<file path="src/rtl/cal_pkg.sv">
package cal_pkg;
  localparam int DataW    = 32;
  localparam int AddrW    = 8;
  localparam int YearW    = 7;
  localparam int MonW     = 4;
  localparam int DomW     = 5;
  localparam int DowW     = 3;
  localparam int HourW    = 5;
  localparam int MinW     = 6;
  localparam int SecW     = 6;
  localparam int FieldCnt = 7;
  localparam int KeyCount = 7;
  localparam int KeyStepW = $clog2(KeyCount + 1);
  localparam int DebW     = 3;

  localparam logic [AddrW-1:0] CtlAddr = 8'h20;
  localparam logic [AddrW-1:0] DebAddr = 8'h2C;

  typedef enum logic [2:0] {
    F_YEAR, F_MONTH, F_DOM, F_DOW, F_HOUR, F_MIN, F_SEC
  } fieldIdx_e;

  typedef struct packed {
    logic [YearW-1:0] year;
    logic [MonW-1:0]  month;
    logic [DomW-1:0]  dom;
    logic [DowW-1:0]  dow;
    logic [HourW-1:0] hour;
    logic [MinW-1:0]  min;
    logic [SecW-1:0]  sec;
  } calTime_t;

  typedef struct packed {
    logic [FieldCnt-1:0] fieldWe;
    logic [DataW-1:0]    wrVal;
    logic                advance;
  } calStrobe_t;

  function automatic logic [7:0] keyValue(input logic [KeyStepW-1:0] idx);
    case (idx)
      3'd0:    return 8'hC6;
      3'd1:    return 8'h9A;
      3'd2:    return 8'h59;
      3'd3:    return 8'hA3;
      3'd4:    return 8'h57;
      3'd5:    return 8'h67;
      default: return 8'hD2;
    endcase
  endfunction

  function automatic logic [DomW-1:0] monthLength(input logic [MonW-1:0] month,
                                                  input logic [YearW-1:0] year);
    case (month)
      4'd4, 4'd6, 4'd9, 4'd11: return DomW'(30);
      4'd2: return (year != '0 && year[1:0] == 2'b00) ? DomW'(29) : DomW'(28);
      default: return DomW'(31);
    endcase
  endfunction
endpackage

</file>
<file path="src/rtl/cal_ctrl.sv">
module cal_ctrl
  import cal_pkg::*;
(
  input  logic             clk,
  input  logic             rstN,
  input  logic             secTick,
  input  logic             busWe,
  input  logic [AddrW-1:0] busAddr,
  input  logic [DataW-1:0] busWdata,
  input  calTime_t         curTime,
  output calStrobe_t       strobe,
  output logic [DataW-1:0] busRdata
);
  logic [KeyStepW-1:0] keyStep;
  logic                stopBit;
  logic [DebW-1:0]     debounce;
  logic                isKeyAddr, isFieldAddr, unlocked;
  logic [KeyStepW-1:0] keyIdx;

  assign isKeyAddr   = busAddr[7:5] == 3'b000 && busAddr[1:0] == 2'b00 && busAddr[4:2] != 3'd0;
  assign isFieldAddr = busAddr[7:5] == 3'b010 && busAddr[1:0] == 2'b00 && busAddr[4:2] != 3'd7;
  assign keyIdx      = busAddr[4:2] - 3'd1;
  assign unlocked    = keyStep == KeyStepW'(KeyCount);

  always_ff @(posedge clk) begin
    if (!rstN) begin
      keyStep  <= '0;
      stopBit  <= 1'b1;
      debounce <= '0;
    end else if (busWe) begin
      if (isKeyAddr) begin
        if (!unlocked && keyIdx == keyStep && busWdata[7:0] == keyValue(keyStep))
          keyStep <= keyStep + 1'b1;
        else
          keyStep <= '0;
      end
      if (busAddr == CtlAddr) stopBit  <= busWdata[0];
      if (busAddr == DebAddr) debounce <= busWdata[DebW-1:0];
    end
  end

  always_comb begin
    for (int i = 0; i < FieldCnt; i++)
      strobe.fieldWe[i] = busWe && isFieldAddr && busAddr[4:2] == 3'(i);
    strobe.wrVal   = busWdata;
    strobe.advance = secTick && unlocked && !stopBit && !(|strobe.fieldWe);
  end

  always_comb begin
    busRdata = '0;
    if (busAddr == CtlAddr)      busRdata = DataW'(stopBit);
    else if (busAddr == DebAddr) busRdata = DataW'(debounce);
    else if (isFieldAddr) begin
      case (busAddr[4:2])
        3'd0:    busRdata = DataW'(curTime.year);
        3'd1:    busRdata = DataW'(curTime.month);
        3'd2:    busRdata = DataW'(curTime.dom);
        3'd3:    busRdata = DataW'(curTime.dow);
        3'd4:    busRdata = DataW'(curTime.hour);
        3'd5:    busRdata = DataW'(curTime.min);
        default: busRdata = DataW'(curTime.sec);
      endcase
    end
  end

  AST_DEB_HOLD: assert property (@(posedge clk) disable iff (!rstN)
    !(busWe && busAddr == DebAddr) |=> $stable(debounce));
  AST_KEY_BUS_ONLY: assert property (@(posedge clk) disable iff (!rstN)
    !busWe |=> $stable(keyStep));
endmodule

</file>
<file path="src/rtl/cal_datapath.sv">
module cal_datapath
  import cal_pkg::*;
#(
  parameter int YearMax = 99
) (
  input  logic       clk,
  input  logic       rstN,
  input  calStrobe_t strobe,
  output calTime_t   curTime
);
  calTime_t nxt;
  logic secWrap, minWrap, hourWrap, domWrap, monWrap, yearWrap;
  logic toMin, toHour, toDay, toMon, toYear;
  logic unusedWrBits;

  assign unusedWrBits = ^strobe.wrVal[DataW-1:YearW];

  always_comb begin
    secWrap  = curTime.sec  >= SecW'(59);
    minWrap  = curTime.min  >= MinW'(59);
    hourWrap = curTime.hour >= HourW'(23);
    domWrap  = curTime.dom  >= monthLength(curTime.month, curTime.year);
    monWrap  = curTime.month >= MonW'(12);
    yearWrap = curTime.year >= YearW'(YearMax);
    toMin  = secWrap;
    toHour = toMin && minWrap;
    toDay  = toHour && hourWrap;
    toMon  = toDay && domWrap;
    toYear = toMon && monWrap;
    nxt.sec   = secWrap ? '0 : curTime.sec + 1'b1;
    nxt.min   = !toMin  ? curTime.min  : (minWrap  ? '0 : curTime.min + 1'b1);
    nxt.hour  = !toHour ? curTime.hour : (hourWrap ? '0 : curTime.hour + 1'b1);
    nxt.dow   = !toDay  ? curTime.dow  : (curTime.dow >= DowW'(6) ? '0 : curTime.dow + 1'b1);
    nxt.dom   = !toDay  ? curTime.dom  : (domWrap  ? DomW'(1) : curTime.dom + 1'b1);
    nxt.month = !toMon  ? curTime.month : (monWrap ? MonW'(1) : curTime.month + 1'b1);
    nxt.year  = !toYear ? curTime.year : (yearWrap ? '0 : curTime.year + 1'b1);
  end

  always_ff @(posedge clk) begin
    if (!rstN) begin
      curTime.year  <= '0;
      curTime.month <= MonW'(1);
      curTime.dom   <= DomW'(1);
      curTime.dow   <= '0;
      curTime.hour  <= '0;
      curTime.min   <= '0;
      curTime.sec   <= '0;
    end else if (|strobe.fieldWe) begin
      if (strobe.fieldWe[F_YEAR])  curTime.year  <= strobe.wrVal[YearW-1:0];
      if (strobe.fieldWe[F_MONTH]) curTime.month <= strobe.wrVal[MonW-1:0];
      if (strobe.fieldWe[F_DOM])   curTime.dom   <= strobe.wrVal[DomW-1:0];
      if (strobe.fieldWe[F_DOW])   curTime.dow   <= strobe.wrVal[DowW-1:0];
      if (strobe.fieldWe[F_HOUR])  curTime.hour  <= strobe.wrVal[HourW-1:0];
      if (strobe.fieldWe[F_MIN])   curTime.min   <= strobe.wrVal[MinW-1:0];
      if (strobe.fieldWe[F_SEC])   curTime.sec   <= strobe.wrVal[SecW-1:0];
    end else if (strobe.advance) begin
      curTime <= nxt;
    end
  end

  AST_HOLD_IDLE: assert property (@(posedge clk) disable iff (!rstN)
    (!strobe.advance && strobe.fieldWe == '0) |=> $stable(curTime));
  AST_SEC_STEP: assert property (@(posedge clk) disable iff (!rstN)
    strobe.advance |=> curTime.sec == (($past(curTime.sec) >= SecW'(59)) ? SecW'(0)
                                       : SecW'($past(curTime.sec) + 1'b1)));
  AST_FIELD_WR: assert property (@(posedge clk) disable iff (!rstN)
    strobe.fieldWe[F_SEC] |=> curTime.sec == $past(strobe.wrVal[SecW-1:0]));
  AST_YEAR_WRAP: assert property (@(posedge clk) disable iff (!rstN)
    (strobe.advance && curTime.year == YearW'(YearMax) && curTime.month == MonW'(12) &&
     curTime.dom == DomW'(31) && curTime.hour == HourW'(23) && curTime.min == MinW'(59) &&
     curTime.sec == SecW'(59)) |=> curTime.year == '0);
  AST_DOW_DAY_ONLY: assert property (@(posedge clk) disable iff (!rstN)
    (strobe.advance && curTime.hour != HourW'(23)) |=> $stable(curTime.dow));
endmodule

</file>
<file path="src/rtl/cal_counter_bank.sv">
module cal_counter_bank
  import cal_pkg::*;
#(
  parameter int YearMax = 99
) (
  input  logic        clk,
  input  logic        rstN,
  input  logic        secTick,
  input  logic        busWe,
  input  logic [7:0]  busAddr,
  input  logic [31:0] busWdata,
  output logic [31:0] busRdata
);
  calStrobe_t strobe;
  calTime_t   curTime;

  cal_ctrl u_ctrl (
    .clk(clk), .rstN(rstN), .secTick(secTick), .busWe(busWe),
    .busAddr(busAddr), .busWdata(busWdata), .curTime(curTime),
    .strobe(strobe), .busRdata(busRdata)
  );

  cal_datapath #(.YearMax(YearMax)) u_dp (
    .clk(clk), .rstN(rstN), .strobe(strobe), .curTime(curTime)
  );
endmodule

</file>
<file path="config.mk">
export PLATFORM = sky130hd
export DESIGN_NAME = cal_counter_bank
export DESIGN_NICKNAME = d
export VERILOG_FILES = /design/src/rtl/cal_pkg.sv /design/src/rtl/cal_ctrl.sv /design/src/rtl/cal_datapath.sv /design/src/rtl/cal_counter_bank.sv
export SDC_FILE = /design/constraint.sdc
export NUM_CORES = 1
export LEC_CHECK = 0
export BUFFER_PORTS_ARGS = -buffer_cell sky130_fd_sc_hd__buf_2
export CORE_MARGIN = 3
export CORE_UTILIZATION = 35
export CTS_BUF_LIST = sky130_fd_sc_hd__clkbuf_4
export DETAILED_ROUTE_END_ITERATION = 8
export GPL_TIMING_DRIVEN = 0
export PLACE_DENSITY = 0.67
export SLEW_MARGIN = 15
export SYNTH_ARGS = -nofsm -noshare
export SYNTH_HDL_FRONTEND = slang
export SYNTH_SLANG_ARGS = --single-unit
</file>
<file path="constraint.sdc">
create_clock -name clk -period 2.8 [get_ports clk]
set_input_delay 0.28 -clock clk [delete_from_list [all_inputs] [get_ports clk]]
set_output_delay 0.28 -clock clk [all_outputs]
set_load 0.01 [all_outputs]
</file>
==> key figures <==
Status
  • Run status: finished, violations left
  • Violated checks: negative setup slack

Synth
  • Leading cell types by total area after synthesis: dfxtp_1 23%, ha_1 9.5%, buf_4 5.3%
  • Share of the yosys chip area belonging to registers: 23.4%
  • Seq cells post-synth: 43
  • Post-synthesis cell type with the largest combined area: dfxtp_1
  • Dominant synthesized flop cell: dfxtp_1
  • Post-synthesis instance area: 3670 um^2
  • Proportion of synthesized flip-flops having asynchronous set or reset: 0%
  • Cell with the most instances after synthesis: nor2_1
  • Yosys top cell area share: 23.4%
  • Synth Warn #: 0
  • Avg Synthesized Cell Area: 7.75 um^2
  • Number of flops mapped to enable cells by yosys: 0
  • Synthesized instance count: between 400 and 500
  • Most frequent cells after synthesis: 45 x nor2_1, 43 x dfxtp_1, 35 x nand2_1
  • Post-synth cell types: 72

Floorplan
  • Width of the die: 108 um
  • Chip height: approximately 110 um
  • Initial cell density of the core: 36.7%
  • Total die area: 11800 um^2
  • I/O pin cnt: 76
  • Count of standard-cell rows: 36
  • Core area: 10000 um^2

Timing
  • Min Tclk post-route: 2.86 ns
  • Slack of the critical path: -0.0567 ns
  • Transition at the pin with the smallest max-transition slack: approximately 0.76 ns
  • Fmax: 0.350 GHz
  • Sum of negative setup slack: -0.229 ns
  • Count of pins over their slew limit: 0
  • Relative slew slack: 49.2%
  • RSZ-0062 raised after global routing: true
  • Final clock skew: 0.0113 ns
  • Share of the clock period used by the worst path after layout: 102%
  • Final hold slack: 0.208 ns
  • Final hold violation count: 0
  • Final Setup Violations: 6

Placed design
  • Routability congestion estimate: 0.998
  • Half-perimeter wire length of the detailed placement result: 8320 um
  • Cell Count Post-Placement: 654
  • Buffers added on ports: 23

Clocking
  • Skew-Pair Late Insertion Delay: 0.37 ns
  • Buffer cell driving the clock tree root: clkbuf_4
  • Number of hold buffers added after CTS: 0
  • Clock sink count: 43
  • CTS max path bufs: 2
  • H-tree lvl count: 2
  • Total clock buffers created by CTS: 5
  • Clock Pin Slew Worst Setup and Hold Paths: 0.14 ns
  • Clock tree from TritonCTS: yes

Layout
  • Share of final-layout standard cells stronger than drive strength 1: about a fifth
  • Antenna diode count: 0
  • Relative area change from synthesis to final layout: 17.2%
  • Fill cell total of the finished layout: around 1000
  • Final std cells w/o fill: 670
  • Final core area utilization: 43.0%
  • Number of nets in the final layout: 608

Route
  • Detailed router's first-iteration violation count: between 400 and 500
  • Residual DRC count: 0
  • Via-per-instance ratio: approximately 5.7
  • Pre-Repair DR Iteration Count: 7
  • DR WL/cell: 17.3 um
  • Antenna Nets Post-Route: 0
  • Total via count in the routed design: 3846
  • Routed Wire Length: 11600 um

Critical path
  • Critical Path Source Type: register
  • CP top delay family: compound AO/OA/AOI/OAI gates
  • Largest driver fanout on the critical path: 7
  • Slowest stage cell, crit path: or3_4
  • Endpoint class of the critical path: register
  • Largest incremental delay on the critical path: approximately 0.4 ns
  • Critical path arrival: around 3.1 ns
  • CP Buf/Inv Count: 1
  • Critical path data required time: 3.09 ns
  • Cells along the critical path: or3_4 -> o31ai_4 -> nand2_1 -> a21oi_2 -> a31oi_2 -> ha_1 -> nand2b_4 -> a21oi_4 -> a2111oi_4 -> a22oi_2 -> or2_1 -> buf_6 -> o31ai_1
  • Type of the worst setup path: reg2reg

Power
  • Total Power: 1.18 mW
  • Static Leak: 1.74 nW
  • Worst vdd ir: approximately 160 uV
  • Ratio of total power to cell area: approximately 270 nW/um^2

Global route
  • Global-route wire length before repair: 18000 um
  • All-layer global routing usage: 19.4%
  • Largest net degree at the start of global routing: 14
  • Via count of the first global-routing pass: 3500
  • Antenna violations before repair: 0
  • Global route overflow: 0

Flow run
  • Number of violations of the max-capacitance limit: 0

Hold path
  • Hold WC Path Type: in2reg
## tightest hold or removal path, cell delays in order
cell	delay, ns
buf_2	0.13
nand3_1	0.08
a21oi_1	0.06
## cells by family (layout without fill, tap and decap cells)
logic type / Yosys count / after routing / synth area share, %
adder cells (fa/ha/maj): 28 / 28 / 9.54
flip-flops: 43 / 43 / 23.4
multiplexers: 8 / 8 / 2.28
other: 1 / 25 / 0.102
XOR/XNOR: 12 / 12 / 2.86
AO/OA/AOI/OAI: 144 / 144 / 28.1
AND/OR/NAND/NOR: 170 / 170 / 23.7
buffers and inverters: 68 / 107 / 10.0
## final timing paths
kind,from,endpoint,slack (ns),cells past startpoint
setup / recovery,u_dp.curTime[31],u_dp.curTime[35],-0.06,13
hold / removal,busWdata[1],u_ctrl.debounce[1],0.21,3
setup reg to reg,u_dp.curTime[31],u_dp.curTime[35],-0.06,13
hold reg to reg,u_ctrl.debounce[1],u_ctrl.debounce[1],0.47,2
## layout by cell type, fill, tap and decap left out, types with 7 or more instances in the layout
| master | count |
|---|---|
| nor2_1 | 44 |
| dfxtp_1 | 39 |
| buf_4 | 35 |
| nand2_1 | 35 |
| nand3_1 | 33 |
| buf_2 | 29 |
| ha_1 | 28 |
| conb_1 | 25 |
| a21oi_1 | 24 |
| o21ai_0 | 23 |
| inv_1 | 18 |
| clkbuf_1 | 11 |
| nor3_1 | 11 |
| o21ai_1 | 8 |
| o31ai_1 | 8 |
| a311oi_1 | 7 |
| a31oi_1 | 7 |
## per-layer routing
layer | vias up | part of all wire (%) | wire length [um] | GRT usage, %
met2 | 214 | 44 | 5100 | 30.6
met1 | 1754 | 43 | 5030 | 26.2
met3 | 46 | 9.0 | 1040 | 3.28
li1 | 1832 | - | - | -
met5 | - | 0 | 0 | 0
met4 | 0 | 3.6 | 420 | 7.94
## through the flow
step | setup WS, ns | cell area [um^2]
after floorplan | 0.0110 | 3760
after global placement | -0.374 | 4050
after detailed placement | -0.380 | 4050
after CTS | -0.000837 | 4230
after global routing | -0.174 | 4300
final | -0.0567 | 4300
## final cells by class
type                            instances  area [um^2]  share of cell area, %
Sequential cell                        43          871                   20.2
Clock buffer                            5         37.5                  0.872
Timing Repair Buffer                   32          183                   4.24
Inverter                               19         71.3                   1.66
Clock inverter                          3         38.8                  0.901
Tap cell                              133          166                   3.87
Multi-Input combinational cell        387         2640                   61.4
Buffer                                 48          295                   6.86
## where the power goes
part | leakage (nW) | internal, mW | switching [mW]
clock | 0.0426 | 0.184 | 0.223
sequential | 0.348 | 0.610 | 0.000859
combinational | 1.35 | 0.0605 | 0.104
## sequential cells by signal, indices dropped and copies added, names as in the netlist
register and cells:
u_ctrl.keyStep 3, u_dp.curTime 36, u_ctrl.debounce 3, u_ctrl.stopBit 1
## repair_timing
| action | 4_1_cts | 5_1_grt |
|---|---|---|
| endpoints found under the setup margin | 16 | 17 |
| pin swaps | 8 | 8 |
| resized for setup | 18 | 11 |
| buffers inserted | 6 | 3 |
| endpoints found under the hold margin | 0 | 0 |
No activity file was read; power rests on OpenSTA's default activity.
